<file path="src/rtl/ocbus_pkg.sv">
package ocbus_pkg;
   localparam int unsigned BYTE_W = 8;
   localparam int unsigned CTL_W  = 9;

   // control line positions in ctl_oe / ctl_in
   localparam int unsigned CI_IO  = 0;
   localparam int unsigned CI_CD  = 1;
   localparam int unsigned CI_MSG = 2;
   localparam int unsigned CI_REQ = 3;
   localparam int unsigned CI_SEL = 4;
   localparam int unsigned CI_BSY = 5;
   localparam int unsigned CI_ACK = 6;
   localparam int unsigned CI_ATN = 7;
   localparam int unsigned CI_RST = 8;

   // command register fields
   localparam int unsigned CB_RST  = 7;
   localparam int unsigned CB_ACK  = 4;
   localparam int unsigned CB_BSY  = 3;
   localparam int unsigned CB_SEL  = 2;
   localparam int unsigned CB_ATN  = 1;
   localparam int unsigned CB_DATA = 0;

   // mode register fields
   localparam int unsigned MB_TGT  = 6;
   localparam int unsigned MB_MONB = 2;
   localparam int unsigned MB_CAPT = 1;

   typedef enum logic [2:0] {
      RA_DATA  = 3'd0,
      RA_CMD   = 3'd1,
      RA_MODE  = 3'd2,
      RA_PHASE = 3'd3,
      RA_SENSE = 3'd4,
      RA_FLAGS = 3'd5,
      RA_CAPT  = 3'd6,
      RA_SPARE = 3'd7
   } reg_addr_e;
endpackage

</file>
<file path="src/rtl/ocbus_sense.sv">
module ocbus_sense #(
   parameter int unsigned STAGES = 0,
   parameter int unsigned W      = 1
) (
   input  logic         clk,
   input  logic         rst,
   input  logic [W-1:0] pin_lvl,
   output logic [W-1:0] asserted
);
   generate
      if (STAGES == 0) begin : g_direct
         logic unused_clkrst;
         assign unused_clkrst = clk ^ rst;
         assign asserted = ~pin_lvl;
      end else begin : g_sync
         logic [W-1:0] pipe [STAGES];
         always_ff @(posedge clk) begin
            if (rst) begin
               for (int i = 0; i < int'(STAGES); i++) pipe[i] <= '1;
            end else begin
               pipe[0] <= pin_lvl;
               for (int i = 1; i < int'(STAGES); i++) pipe[i] <= pipe[i-1];
            end
         end
         assign asserted = ~pipe[STAGES-1];
      end
   endgenerate
endmodule

</file>
<file path="src/rtl/ocbus_regs.sv">
module ocbus_regs
   import ocbus_pkg::*;
(
   input  logic              clk,
   input  logic              rst,
   input  logic              wr_en,
   input  reg_addr_e         waddr,
   input  logic [BYTE_W-1:0] wdata,
   input  logic              bus_rst,
   input  logic              bus_bsy,
   input  logic              bus_ack,
   input  logic              bus_req,
   input  logic [BYTE_W-1:0] bus_data,
   output logic [BYTE_W-1:0] data_q,
   output logic [BYTE_W-1:0] cmd_q,
   output logic [BYTE_W-1:0] mode_q,
   output logic [3:0]        phase_q,
   output logic              berr_q,
   output logic [BYTE_W-1:0] capt_q
);
   logic wipe;
   logic ack_d, req_d;
   logic hs_rise;

   assign wipe    = rst | bus_rst;
   assign hs_rise = mode_q[MB_TGT] ? (bus_ack & ~ack_d) : (bus_req & ~req_d);

   always_ff @(posedge clk) begin
      if (wipe) begin
         data_q  <= '0;
         cmd_q   <= '0;
         mode_q  <= '0;
         phase_q <= '0;
         berr_q  <= 1'b0;
         capt_q  <= '0;
         ack_d   <= 1'b0;
         req_d   <= 1'b0;
      end else begin
         ack_d <= bus_ack;
         req_d <= bus_req;
         if (wr_en) begin
            case (waddr)
               RA_DATA:  data_q  <= wdata;
               RA_CMD:   cmd_q   <= {wdata[CB_RST], 2'b00, wdata[4:0]};
               RA_MODE:  mode_q  <= wdata;
               RA_PHASE: phase_q <= wdata[3:0];
               default:  ;
            endcase
         end
         if (!mode_q[MB_MONB])      berr_q <= 1'b0;
         else if (!bus_bsy)         berr_q <= 1'b1;
         if (mode_q[MB_CAPT] && hs_rise) capt_q <= bus_data;
      end
   end
endmodule

</file>
<file path="src/rtl/ocbus_drive.sv">
module ocbus_drive
   import ocbus_pkg::*;
(
   input  logic              enable,
   input  logic              tgt,
   input  logic [BYTE_W-1:0] cmd_q,
   input  logic [3:0]        phase_q,
   input  logic [BYTE_W-1:0] data_q,
   input  logic              s_msg,
   input  logic              s_cd,
   input  logic              s_io,
   output logic              phase_ok,
   output logic [BYTE_W-1:0] data_oe,
   output logic [CTL_W-1:0]  ctl_oe
);
   logic data_gate;
   logic unused_cmd;

   assign unused_cmd = ^cmd_q[6:5];
   assign phase_ok   = (s_msg == phase_q[2]) && (s_cd == phase_q[1]) && (s_io == phase_q[0]);
   assign data_gate  = enable && cmd_q[CB_DATA] && (tgt || (phase_ok && !s_io));
   assign data_oe    = data_gate ? data_q : '0;

   always_comb begin
      ctl_oe = '0;
      if (enable) begin
         ctl_oe[CI_RST] = cmd_q[CB_RST];
         ctl_oe[CI_BSY] = cmd_q[CB_BSY];
         ctl_oe[CI_SEL] = cmd_q[CB_SEL];
         if (tgt) begin
            ctl_oe[CI_REQ] = phase_q[3];
            ctl_oe[CI_MSG] = phase_q[2];
            ctl_oe[CI_CD]  = phase_q[1];
            ctl_oe[CI_IO]  = phase_q[0];
         end else begin
            ctl_oe[CI_ACK] = cmd_q[CB_ACK];
            ctl_oe[CI_ATN] = cmd_q[CB_ATN];
         end
      end
   end
endmodule

</file>
<file path="src/rtl/ocbus_port.sv">
module ocbus_port
   import ocbus_pkg::*;
#(
   parameter int unsigned SYNC_STAGES = 0
) (
   input  logic              clk,
   input  logic              rst,
   input  logic              wr_en,
   input  logic [2:0]        addr,
   input  logic [BYTE_W-1:0] wdata,
   output logic [BYTE_W-1:0] rdata,
   output logic [BYTE_W-1:0] data_oe,
   input  logic [BYTE_W-1:0] data_in,
   input  logic              par_in,
   output logic [CTL_W-1:0]  ctl_oe,
   input  logic [CTL_W-1:0]  ctl_in
);
   localparam int unsigned SENSE_W = BYTE_W + CTL_W + 1;

   generate
      if (SYNC_STAGES > 4) begin : g_bad_sync
         $error("ocbus_port: SYNC_STAGES must be 0 to 4");
      end
   endgenerate

   logic [SENSE_W-1:0] s_all;
   logic [BYTE_W-1:0]  s_data;
   logic [CTL_W-1:0]   s_ctl;
   logic               s_par;
   logic [BYTE_W-1:0]  data_q, cmd_q, mode_q, capt_q;
   logic [3:0]         phase_q;
   logic               berr_q, phase_ok, is_tgt, mon_bsy;
   reg_addr_e          ra;

   assign ra      = reg_addr_e'(addr);
   assign is_tgt  = mode_q[MB_TGT];
   assign mon_bsy = mode_q[MB_MONB];

   ocbus_sense #(.STAGES(SYNC_STAGES), .W(SENSE_W)) u_sense (
      .clk      (clk),
      .rst      (rst),
      .pin_lvl  ({par_in, ctl_in, data_in}),
      .asserted (s_all)
   );
   assign s_data = s_all[BYTE_W-1:0];
   assign s_ctl  = s_all[BYTE_W +: CTL_W];
   assign s_par  = s_all[SENSE_W-1];

   ocbus_regs u_regs (
      .clk      (clk),
      .rst      (rst),
      .wr_en    (wr_en),
      .waddr    (ra),
      .wdata    (wdata),
      .bus_rst  (s_ctl[CI_RST]),
      .bus_bsy  (s_ctl[CI_BSY]),
      .bus_ack  (s_ctl[CI_ACK]),
      .bus_req  (s_ctl[CI_REQ]),
      .bus_data (s_data),
      .data_q   (data_q),
      .cmd_q    (cmd_q),
      .mode_q   (mode_q),
      .phase_q  (phase_q),
      .berr_q   (berr_q),
      .capt_q   (capt_q)
   );

   ocbus_drive u_drive (
      .enable   (~berr_q),
      .tgt      (is_tgt),
      .cmd_q    (cmd_q),
      .phase_q  (phase_q),
      .data_q   (data_q),
      .s_msg    (s_ctl[CI_MSG]),
      .s_cd     (s_ctl[CI_CD]),
      .s_io     (s_ctl[CI_IO]),
      .phase_ok (phase_ok),
      .data_oe  (data_oe),
      .ctl_oe   (ctl_oe)
   );

   always_comb begin
      case (ra)
         RA_DATA:  rdata = s_data;
         RA_CMD:   rdata = cmd_q;
         RA_MODE:  rdata = mode_q;
         RA_PHASE: rdata = {4'b0000, phase_q};
         RA_SENSE: rdata = {s_ctl[CI_RST], s_ctl[CI_BSY], s_ctl[CI_REQ], s_ctl[CI_MSG],
                            s_ctl[CI_CD], s_ctl[CI_IO], s_ctl[CI_SEL], s_par};
         RA_FLAGS: rdata = {4'b0000, phase_ok & ~is_tgt, berr_q, s_ctl[CI_ATN], s_ctl[CI_ACK]};
         RA_CAPT:  rdata = capt_q;
         default:  rdata = '0;
      endcase
   end
endmodule

</file>
<file path="config.mk">
export PLATFORM = sky130hd
export DESIGN_NAME = ocbus_port
export DESIGN_NICKNAME = d
export VERILOG_FILES = /design/src/rtl/ocbus_pkg.sv /design/src/rtl/ocbus_sense.sv /design/src/rtl/ocbus_regs.sv /design/src/rtl/ocbus_drive.sv /design/src/rtl/ocbus_port.sv
export SDC_FILE = /design/constraint.sdc
export NUM_CORES = 1
export LEC_CHECK = 0
export BUFFER_PORTS_ARGS = -buffer_cell sky130_fd_sc_hd__buf_2
export CAP_MARGIN = 5
export CORE_MARGIN = 2
export CORE_UTILIZATION = 40
export DETAILED_ROUTE_END_ITERATION = 12
export GPL_TIMING_DRIVEN = 0
export PLACE_DENSITY = 0.62
export SLEW_MARGIN = 40
export SYNTH_ARGS = -nofsm -noshare
export SYNTH_HDL_FRONTEND = slang
export SYNTH_SLANG_ARGS = --single-unit
</file>
<file path="constraint.sdc">
create_clock -name clk -period 1.8 [get_ports clk]
set_input_delay 0.09 -clock clk [delete_from_list [all_inputs] [get_ports clk]]
set_output_delay 0.09 -clock clk [all_outputs]
set_load 0.01 [all_outputs]
</file>
## Word-level counts from Yosys, hierarchy flattened

Index checks and enable logic that the tools add are counted.

| storage, ports and cells | value |
|---|---|
| flip-flop bits (word level) | 37 |
| input bits | 32 |
| output and inout port bits | 25 |
| logic and storage cells | 47 |

| cells by class | value |
|---|---|
| equality and inequality tests | 9 |
| muxes and demuxes | 6 |
| bitwise gates (word level) | 10 |
| reduce and logical (&&, ||, !) cells | 14 |

Operators by type and width:

| cell | count |
|---|---|
| one-hot mux 8 bit (7 select lines) | 1 |
| inverter 18 bit | 1 |
| equality test 3 bit (second input constant) | 3 |
| two-way mux 9 bit | 1 |
| two-way mux 8 bit | 1 |
| AND reduction 2 bit | 4 |
| equality test 3 x 2 -> 1 bit (second input constant) | 2 |
| logical AND 1 bit | 6 |
| inverter 1 bit | 5 |
| two-way mux 4 bit | 1 |
| bitwise AND 1 bit | 3 |
| equality test 1 bit | 3 |
| equality test 3 x 1 -> 1 bit (second input constant) | 1 |
| logical NOT 3 bit | 1 |
| two-way mux 2 bit | 1 |
| OR reduction 2 bit | 1 |
| logical NOT 1 bit | 1 |
| logical OR 1 bit | 1 |
| two-way mux 1 bit | 1 |
| OR 1 bit | 1 |

## Longest topological paths before layout

Gate-level depths: netlist of the first run.

| logic depth | value |
|---|---|
| depth in word-level cells | 8 |
| gate-level depth with buffers | 5 |
| depth with buffers taken out | 3 |

## Cells and area by module

A second synthesis of the first run with hierarchy kept.

| unflattened totals | value |
|---|---|
| cells, all modules | 255 |
| area total of the unflattened synthesis | 2,152.1 sq um |

By module, submodules not included:

| module | instances | cells each | area an instance (sq um) | seq. area each (sq um) |
|---|---|---|---|---|
| ocbus_regs | 1 | 157 | 1,422.6 | 740.7 |
| ocbus_port | 1 | 55 | 451.7 | 0.0 |
| ocbus_drive | 1 | 25 | 210.2 | 0.0 |
| ocbus_sense | 1 | 18 | 67.6 | 0.0 |

## Least setup slack after synthesis of the first run

Ideal clock, no wire load.

| path | value |
|---|---|
| path kind | register -> register |
| from | reg u_regs.mode_q[6] |
| to | reg u_regs.capt_q[0] |
| setup time | 0.079 ns |
| arrival time | 1.378 ns |
| required time | 1.721 ns |
| slack | 0.343 ns |
| stages on the path, launching flop included | 6 |
| path buffers | 2 |
| period minus slack after synthesis | 1.457 ns |
| path through | dfxtp_1 or3b_1 buf_6 a21bo_1 buf_6 a211oi_2 |

| on the way | value |
|---|---|
| cells in the longest elaborated chain, start to end | 2 |

RTL lines:

| item | RTL line | source |
|---|---|---|
| start, declared | ocbus_regs.sv:16 | `output logic [BYTE_W-1:0] mode_q,` |
| start signal, assigned | ocbus_regs.sv:45 | `RA_MODE: mode_q <= wdata;` |
| two-way mux 1 bit | ocbus_regs.sv:26 | `assign hs_rise = mode_q[MB_TGT] ? (bus_ack & ~ack_d) : (bus_req & ~req_d);` |
| logical AND 1 bit | ocbus_regs.sv:52 | `if (mode_q[MB_CAPT] && hs_rise) capt_q <= bus_data;` |
| end signal, assigned | ocbus_regs.sv:52 |  |
| end, declared | ocbus_regs.sv:19 | `output logic [BYTE_W-1:0] capt_q` |

No other way between the ends.
A chain may end at the register's enable or synchronous reset.

## Worst setup path in the final report of the first run

| path | value |
|---|---|
| from | in addr[2] |
| to | out rdata[6] |

| on the way | value |
|---|---|
| cells in the longest elaborated chain, start to end | 2 |
| elaborated cells between the ends (all ways) | 8 |
| those cells by class | eq/ne: 6; mux: 1; reduce/logical: 1 |

RTL lines:

| item | RTL line | source |
|---|---|---|
| start, declared | ocbus_port.sv:9 | `input logic [2:0] addr,` |
| equality test 3 bit, or another cell as far along | ocbus_port.sv:83 | `case (ra)` |
| one-hot mux 8 bit (7 select lines) * | ocbus_port.sv:83 |  |
| end, declared | ocbus_port.sv:11 | `output logic [BYTE_W-1:0] rdata,` |

Every way passes the cells marked *; elsewhere a longest branch is shown, timed or not.

==> flow_metrics.tcl, run 1 <==
set metrics [dict create \
    min_period_ps 1664 \
    clock-skew-final_ps 8.156 \
    min_delay_worst_endpoint "u_regs.mode_q[6]$_SDFFE_PP0P_" \
    grt_pass1_vias 1790 \
    drt_iter0_markers 93 \
    worst_hold_path_type "in2reg" \
    ff_to_ff_end "u_regs.capt_q[4]$_SDFFE_PP0P_" \
    std_cell_rows 26 \
    dp.final_hpwl_mm 4.256 \
    min_from "wdata[6]" \
    antenna_found_initial 0 \
    number_of_remaining_drc_errors 0 \
    max_slew_margin_pct 43.37 \
    cts.root.buffer_cell "sky130_fd_sc_hd__clkbuf_8" \
    required_ps 1710 \
    antennaDiodeCount 0 \
    h-tree-depth 2 \
    critical_path.reg2reg.startpoint "u_regs.mode_q[6]$_SDFFE_PP0P_" \
    power_density_nw_per_um2 635.8 \
    placer_s_final_routability_congestion_estimate 0.7988 \
    yosys_warnings 0 \
    seq_power_share_pct 50.4 \
    asyncSetResetFlopFracSynth_pct 0 \
    finalWorstSetupSlack_ps 136.0 \
    type_of_origin_of_the_critical_path "input port" \
    place_worst_setup_slack_ps 137.7 \
    max_transition_viols_final 0 \
    max_freq_mhz 600.9 \
    synthesis.nets 277 \
    overflow 0 \
    synth.ff_latch_count 37 \
    netlist_instances 245 \
    irDropWorstVdd_v 0.0004791 \
    critical_path.most_common_cell "sky130_fd_sc_hd__buf_2" \
    final_nets 342 \
    synthDistinctLibCells 42 \
    drv_cap 0 \
    count_of_clock_tree_sinks 37 \
    buffer_depth_of_the_longest_clock_path 2 \
    net-switching-power_uw 449.7 \
    design.portCount 57 \
    tritoncts "built" \
    worst_setup_path_end_kind "output port" \
    rsz0062_at_grt "no" \
    internal_power_uw 1195 \
    die-width_um 76.21 \
    report.final.setup_viol 0 \
    route.final.wire_length_mm 5.670 \
    synth_largest_area_cell "sky130_fd_sc_hd__dfxtp_1" \
    avgViaCountPerCell 5.081 \
    cp_slowest_stage_delay_ps 410 \
    arrival_ps 1570 \
    finalCritPeriodShare_pct 92.45 \
    avgRoutedWirePerCell_um 14.88 \
    drt_pass1_iterations 4 \
    core-area_um2 5075 \
    critPathLaunch "addr[2]" \
    register_clock_pin_slew_on_the_reported_worst_setup_and_hold_paths_ps 80 \
    clock_power_share_pct 35.9 \
    final_total_negative_setup_slack_ps 0 \
    layout-area-overhead-vs-synth_pct 24.06 \
    final-hold-violation-count 0 \
    worst-r2r-setup-slack_ps 220 \
    numCtsBuffers 5 \
    worst-slew-pin-transition_ps 847.2 \
    grt_start_max_net_pins 14 \
    whs_path_depth 3 \
    cell_with_the_largest_stage_delay_on_the_worst_path "sky130_fd_sc_hd__clkbuf_1" \
    r2r_cells 5 \
    synth_sequential_area_ratio_pct 35.51 \
    final_antenna_net_count 0 \
    via_count 1936 \
    syn-cell-area_um2 2086 \
    path_max_fanout 10 \
    synth_top_cells_by_area "sky130_fd_sc_hd__dfxtp_1 (36%), sky130_fd_sc_hd__mux2i_1 (11%), sky130_fd_sc_hd__nor2_1 (5.9%)" \
    clkLatencyLatePin_ps 290 \
    avgSynthCellArea_um2 8.513 \
    gr-usage-all-layers_pct 19.68 \
    postCtsSetupRepairBufs 0 \
    initial_utilization_pct 41.10 \
    synth-main-ff-cell "sky130_fd_sc_hd__dfxtp_1" \
    switching_share_pct 27.33 \
    dieHeight_um 76.21 \
    wire_length_of_the_first_global_routing_pass_mm 9.108 \
    critical_path.cell_chain "buf_2, clkbuf_1, buf_2, mux4_2, nor2_1, buf_2" \
    io_buffers 56 \
    criticalPathCategory "in2out" \
    drive_above_1_share_pct 30.55 \
    full_die_area_um2 5808 \
    power.static_leakage_uw 0.001024 \
    synth_top_cell_area_share_pct 35.51 \
    synth_enable_flop_cells 0 \
    power.share.combinational_pct 13.8 \
    outcome "finished clean" \
]
## cell families (layout without fill, tap and decap cells)
group | after synthesis | in the layout | synth area share (%)
and+or+nand+nor | 102 | 102 | 24.54
buffers and inverters | 35 | 101 | 8.699
xor gates and xnor gates | 3 | 3 | 1.260
AOI/OAI and AO/OA | 42 | 42 | 15.12
DFF | 37 | 37 | 35.51
muxes | 26 | 26 | 14.88
## layer usage
metal / share of wire, % / vias to the layer above / track usage (%)
li1: - / 963 / -
met1: 49 / 915 / 27.04
met2: 46 / 53 / 32.04
met3: 4.9 / 5 / 4.265
met4: 0.53 / 0 / 3.818
met5: 0 / - / 0
## worst max path at each step
stage                     slack, ps  cells past startpoint                            end
after floorplan                 340                      5  u_regs.capt_q[0]$_SDFFE_PP0P_
after global placement          150                      4                     data_oe[0]
after detailed placement        140                      5  u_regs.capt_q[4]$_SDFFE_PP0P_
after CTS                         6                      4                       rdata[6]
after global routing             40                      6                       rdata[6]
final                           140                      6                       rdata[6]
## synth_stat cells, types with 2 or more instances
library cell	n
sky130_fd_sc_hd__buf_6	3
sky130_fd_sc_hd__nor4bb_1	2
sky130_fd_sc_hd__nand2b_1	7
sky130_fd_sc_hd__o21ai_0	2
sky130_fd_sc_hd__clkbuf_1	7
sky130_fd_sc_hd__inv_1	16
sky130_fd_sc_hd__nor3b_1	2
sky130_fd_sc_hd__mux2i_1	22
sky130_fd_sc_hd__a31oi_1	2
sky130_fd_sc_hd__xor2_1	3
sky130_fd_sc_hd__o22ai_1	2
sky130_fd_sc_hd__dfxtp_1	37
sky130_fd_sc_hd__or3_1	2
sky130_fd_sc_hd__and3b_1	2
sky130_fd_sc_hd__mux4_2	4
sky130_fd_sc_hd__nor2_1	33
sky130_fd_sc_hd__a211oi_2	8
sky130_fd_sc_hd__clkbuf_8	2
sky130_fd_sc_hd__a22oi_1	2
sky130_fd_sc_hd__nand2_1	32
sky130_fd_sc_hd__nor3_1	4
sky130_fd_sc_hd__nor2b_1	8
sky130_fd_sc_hd__buf_2	6
sky130_fd_sc_hd__a21oi_1	17
sky130_fd_sc_hd__and2_1	3
## per-stage QoR
stage	instance area (um2)	util [%]	total power [uW]	hold slack, ps	instances
after floorplan	2086	-	971.1	162.4	245
after global placement	2454	48.35	1066	280.6	371
after detailed placement	2461	48.50	1067	282.2	371
after CTS	2572	50.69	1658	45.26	381
after global routing	2587	50.99	1728	57.17	381
final	2587	50.99	1645	48.59	381
## power by group through the flow
stage / Clock, uW / Combinational, uW / Sequential (uW)
after floorplan: 0 / 125 / 847
after global placement: 0 / 218 / 848
after detailed placement: 0 / 219 / 848
after CTS: 605 / 224 / 829
after global routing: 653 / 246 / 829
final: 590 / 226 / 829
## state kept, by name (all words and copies together) (netlist names)
| name | flops |
|---|---|
| u_regs.capt_q | 8 |
| u_regs.data_q | 8 |
| u_regs.mode_q | 8 |
| u_regs.cmd_q | 6 |
| u_regs.phase_q | 4 |
| u_regs.ack_d | 1 |
| u_regs.berr_q | 1 |
| u_regs.req_d | 1 |
## layout by cell type, fill, tap and decap left out, types with 8 or more instances in the layout
cell type,count
sky130_fd_sc_hd__a211oi_2,8
sky130_fd_sc_hd__nor2_1,33
sky130_fd_sc_hd__mux2i_1,22
sky130_fd_sc_hd__dfxtp_1,36
sky130_fd_sc_hd__buf_2,62
sky130_fd_sc_hd__nor2b_1,8
sky130_fd_sc_hd__nand2_1,32
sky130_fd_sc_hd__a21oi_1,17
sky130_fd_sc_hd__inv_1,16
## area by class of cell
cell class	count	area, um2
Tap cell	70	87.58
Fill cell	518	2487
Multi-Input combinational cell	173	1182
Clock inverter	3	22.52
Inverter	16	60.06
Clock buffer	5	68.82
Timing Repair Buffer	58	300.3
Buffer	19	123.9
Sequential cell	37	742.0
## repair_timing
action                                  4_1_cts  5_1_grt
hold buffers                                  2        0
endpoints found under the setup margin        0       10
endpoints found under the hold margin         2        0
resized for setup                             0        5
## worst max-delay path: cells and delay by family
kind	cells	cell delay [ps]
buffers and inverters	4	1040
multiplexers	1	320
AND/OR/NAND/NOR	1	110
No activity file was read; power rests on OpenSTA's default activity.
==> inputs of run 2 (changes only) <==
--- a/config.mk
+++ b/config.mk
@@ -12,6 +12,7 @@
 export DETAILED_ROUTE_END_ITERATION = 12
 export GPL_TIMING_DRIVEN = 0
 export PLACE_DENSITY = 0.62
+export RECOVER_POWER = 100
 export SLEW_MARGIN = 40
 export SYNTH_ARGS = -nofsm -noshare
 export SYNTH_HDL_FRONTEND = slang
==> run 2 against run 1 <==
Effect of this change:
- total power down 0.55%
- utilization down 1.2 points
- sequential cell count unchanged
- sequential share of layout area up 0.67 points
- first-iteration DRC count down 26%
- maximum frequency down 1.5%
- worst hold slack about the same
- die area unchanged
- combinational power down 4%
- largest power group unchanged
==> flow_metrics.tcl, run 2 (synthesis results as in run 1) <==
set metrics [dict create \
    final-seq-area_um2 742.0 \
    worst-slew-pin-transition_ps 857.2 \
    reg_top3 "u_regs.capt_q: 8 flops, u_regs.data_q: 8 flops, u_regs.mode_q: 8 flops" \
    io_buffers 56 \
    worst-r2r-setup-slack_ps 110 \
    avgViaCountPerCell 5.024 \
    fin_total_pwr_uw 1636 \
    buffer_depth_of_the_longest_clock_path 2 \
    route.final.wire_length_mm 5.649 \
    outcome "finished clean" \
    antenna_found_initial 0 \
    irDropWorstVdd_v 0.0004786 \
    die-width_um 76.21 \
    worst_setup_path_end_kind "flop" \
    power.share.combinational_pct 13.3 \
    arrival_ps 1900 \
    ff_to_ff_end "u_regs.capt_q[4]$_SDFFE_PP0P_" \
    switching_share_pct 27.39 \
    path_max_fanout 9 \
    finalCritPeriodShare_pct 93.82 \
    core-area_um2 5075 \
    final-hold-violation-count 0 \
    final_nets 342 \
    r2r_cells 5 \
    tritoncts "built" \
    report.final.setup_viol 0 \
    dp.final_hpwl_mm 4.256 \
    min_delay_worst_endpoint "u_regs.mode_q[6]$_SDFFE_PP0P_" \
    avgRoutedWirePerCell_um 14.83 \
    min_period_ps 1689 \
    full_die_area_um2 5808 \
    fin_hold_ws_ps 48.51 \
    grt_pass1_vias 1790 \
    layout-area-overhead-vs-synth_pct 21.24 \
    critical_path.n_buffers_inverters 2 \
    type_of_origin_of_the_critical_path "flop" \
    register_clock_pin_slew_on_the_reported_worst_setup_and_hold_paths_ps 80 \
    h-tree-depth 2 \
    drt_pass1_iterations 4 \
    cts.root.buffer_cell "sky130_fd_sc_hd__clkbuf_8" \
    rsz0062_at_grt "no" \
    final_antenna_net_count 0 \
    whs_path_depth 3 \
    timing.critical_path.max_delay_family "flip-flops" \
    via_count 1914 \
    final_total_negative_setup_slack_ps 0 \
    grt_start_max_net_pins 14 \
    drv_cap 0 \
    std_cell_rows 26 \
    postCtsSetupRepairBufs 0 \
    power.static_leakage_uw 0.0009102 \
    count_of_clock_tree_sinks 37 \
    criticalPathCategory "reg2reg" \
    numCtsBuffers 5 \
    postLayoutCoreUtil_pct 49.83 \
    seq_power_share_pct 50.7 \
    internal_power_uw 1188 \
    dieHeight_um 76.21 \
    min_from "wdata[6]" \
    number_of_remaining_drc_errors 0 \
    max_freq_mhz 592.2 \
    cp_slowest_stage_delay_ps 450 \
    wire_length_of_the_first_global_routing_pass_mm 9.108 \
    overflow 0 \
    placer_s_final_routability_congestion_estimate 0.7988 \
    clock_power_share_pct 36.0 \
    most-common-layout-cells "sky130_fd_sc_hd__buf_2 (37), sky130_fd_sc_hd__dfxtp_1 (36), sky130_fd_sc_hd__nor2_1 (33)" \
    antennaDiodeCount 0 \
    most_common_cell_after_layout_fill_and_taps_aside "sky130_fd_sc_hd__buf_2" \
    clkLatencyLatePin_ps 290 \
    multi_input_area_um2 1182 \
    cell_with_the_largest_stage_delay_on_the_worst_path "sky130_fd_sc_hd__dfxtp_2" \
    drt_iter0_markers 69 \
    critical_path.cell_chain "or3b_1, clkbuf_2, a21bo_1, clkbuf_4, a211oi_2" \
    initial_utilization_pct 41.10 \
    critical_path.reg2reg.startpoint "u_regs.mode_q[6]$_SDFFE_PP0P_" \
    power_density_nw_per_um2 647.0 \
    drive_above_1_share_pct 22.51 \
    max_transition_viols_final 0 \
    worst_hold_path_type "in2reg" \
    clock-skew-final_ps 8.582 \
    net-switching-power_uw 448.1 \
    required_ps 2010 \
    gr-usage-all-layers_pct 19.68 \
    max_slew_margin_pct 42.71 \
    design.portCount 57 \
    n_fill_cell 534 \
]
-- run 2: worst reg2reg max path, cell delays in order, from the launching register on --
cell and delay (ps):
sky130_fd_sc_hd__dfxtp_2 450, sky130_fd_sc_hd__or3b_1 360, sky130_fd_sc_hd__clkbuf_2 190, sky130_fd_sc_hd__a21bo_1 190, sky130_fd_sc_hd__clkbuf_4 190, sky130_fd_sc_hd__a211oi_2 220
-- run 2: area by class of cell --
class                           instances  area share, %
Sequential cell                        37          29.34
Inverter                               16          2.375
Tap cell                               70          3.464
Clock inverter                          3         0.8906
Multi-Input combinational cell        173          46.76
Timing Repair Buffer                   58          10.74
Buffer                                 19          3.711
Clock buffer                            5          2.721
-- run 2: per-layer routing --
metal / up-vias / routed length [um] / track usage (%)
met5: - / 0 / 0
met4: 0 / 30 / 3.818
met3: 5 / 310 / 4.265
met2: 55 / 2632 / 32.04
met1: 890 / 2676 / 27.04
li1: 964 / - / -
-- run 2: worst max path at each step --
| stage | slack, ps | start | cells past startpoint | end |
|---|---|---|---|---|
| final | 110 | u_regs.mode_q[6]$_SDFFE_PP0P_ | 5 | u_regs.capt_q[4]$_SDFFE_PP0P_ |
| after global routing | 20 | u_regs.mode_q[6]$_SDFFE_PP0P_ | 5 | u_regs.capt_q[6]$_SDFFE_PP0P_ |
| after CTS | 6 | u_regs.mode_q[6]$_SDFFE_PP0P_ | 4 | rdata[6] |
| after detailed placement | 140 | u_regs.mode_q[6]$_SDFFE_PP0P_ | 5 | u_regs.capt_q[4]$_SDFFE_PP0P_ |
| after global placement | 150 | u_regs.phase_q[1]$_SDFFE_PP0P_ | 4 | data_oe[0] |
| after floorplan | 340 | u_regs.mode_q[6]$_SDFFE_PP0P_ | 5 | u_regs.capt_q[0]$_SDFFE_PP0P_ |
-- run 2: power groups by stage --
stage          sequential [uW]  clock, uW  combinational [uW]
4_1_cts                    829        605                 224
3_5_place_dp               848          0                 219
3_3_place_gp               848          0                 218
5_1_grt                    829        653                 238
6_report                   829        589                 218
2_1_floorplan              847          0                 125
-- run 2: stage by stage --
stage                     instances  setup slack [ps]  instance area, um2
final                           381             111.3                2529
after global routing            381             20.36                2529
after CTS                       381             5.751                2572
after detailed placement        371             137.7                2461
after global placement          371             145.5                2454
after floorplan                 245             342.5                2086
-- run 2: what timing repair did --
| item | CTS | global route |
|---|---|---|
| hold buffers | 2 | 0 |
| endpoints found under the hold margin | 2 | 0 |
| gates resized for setup | 0 | 5 |
| setup endpoints to repair | 0 | 10 |
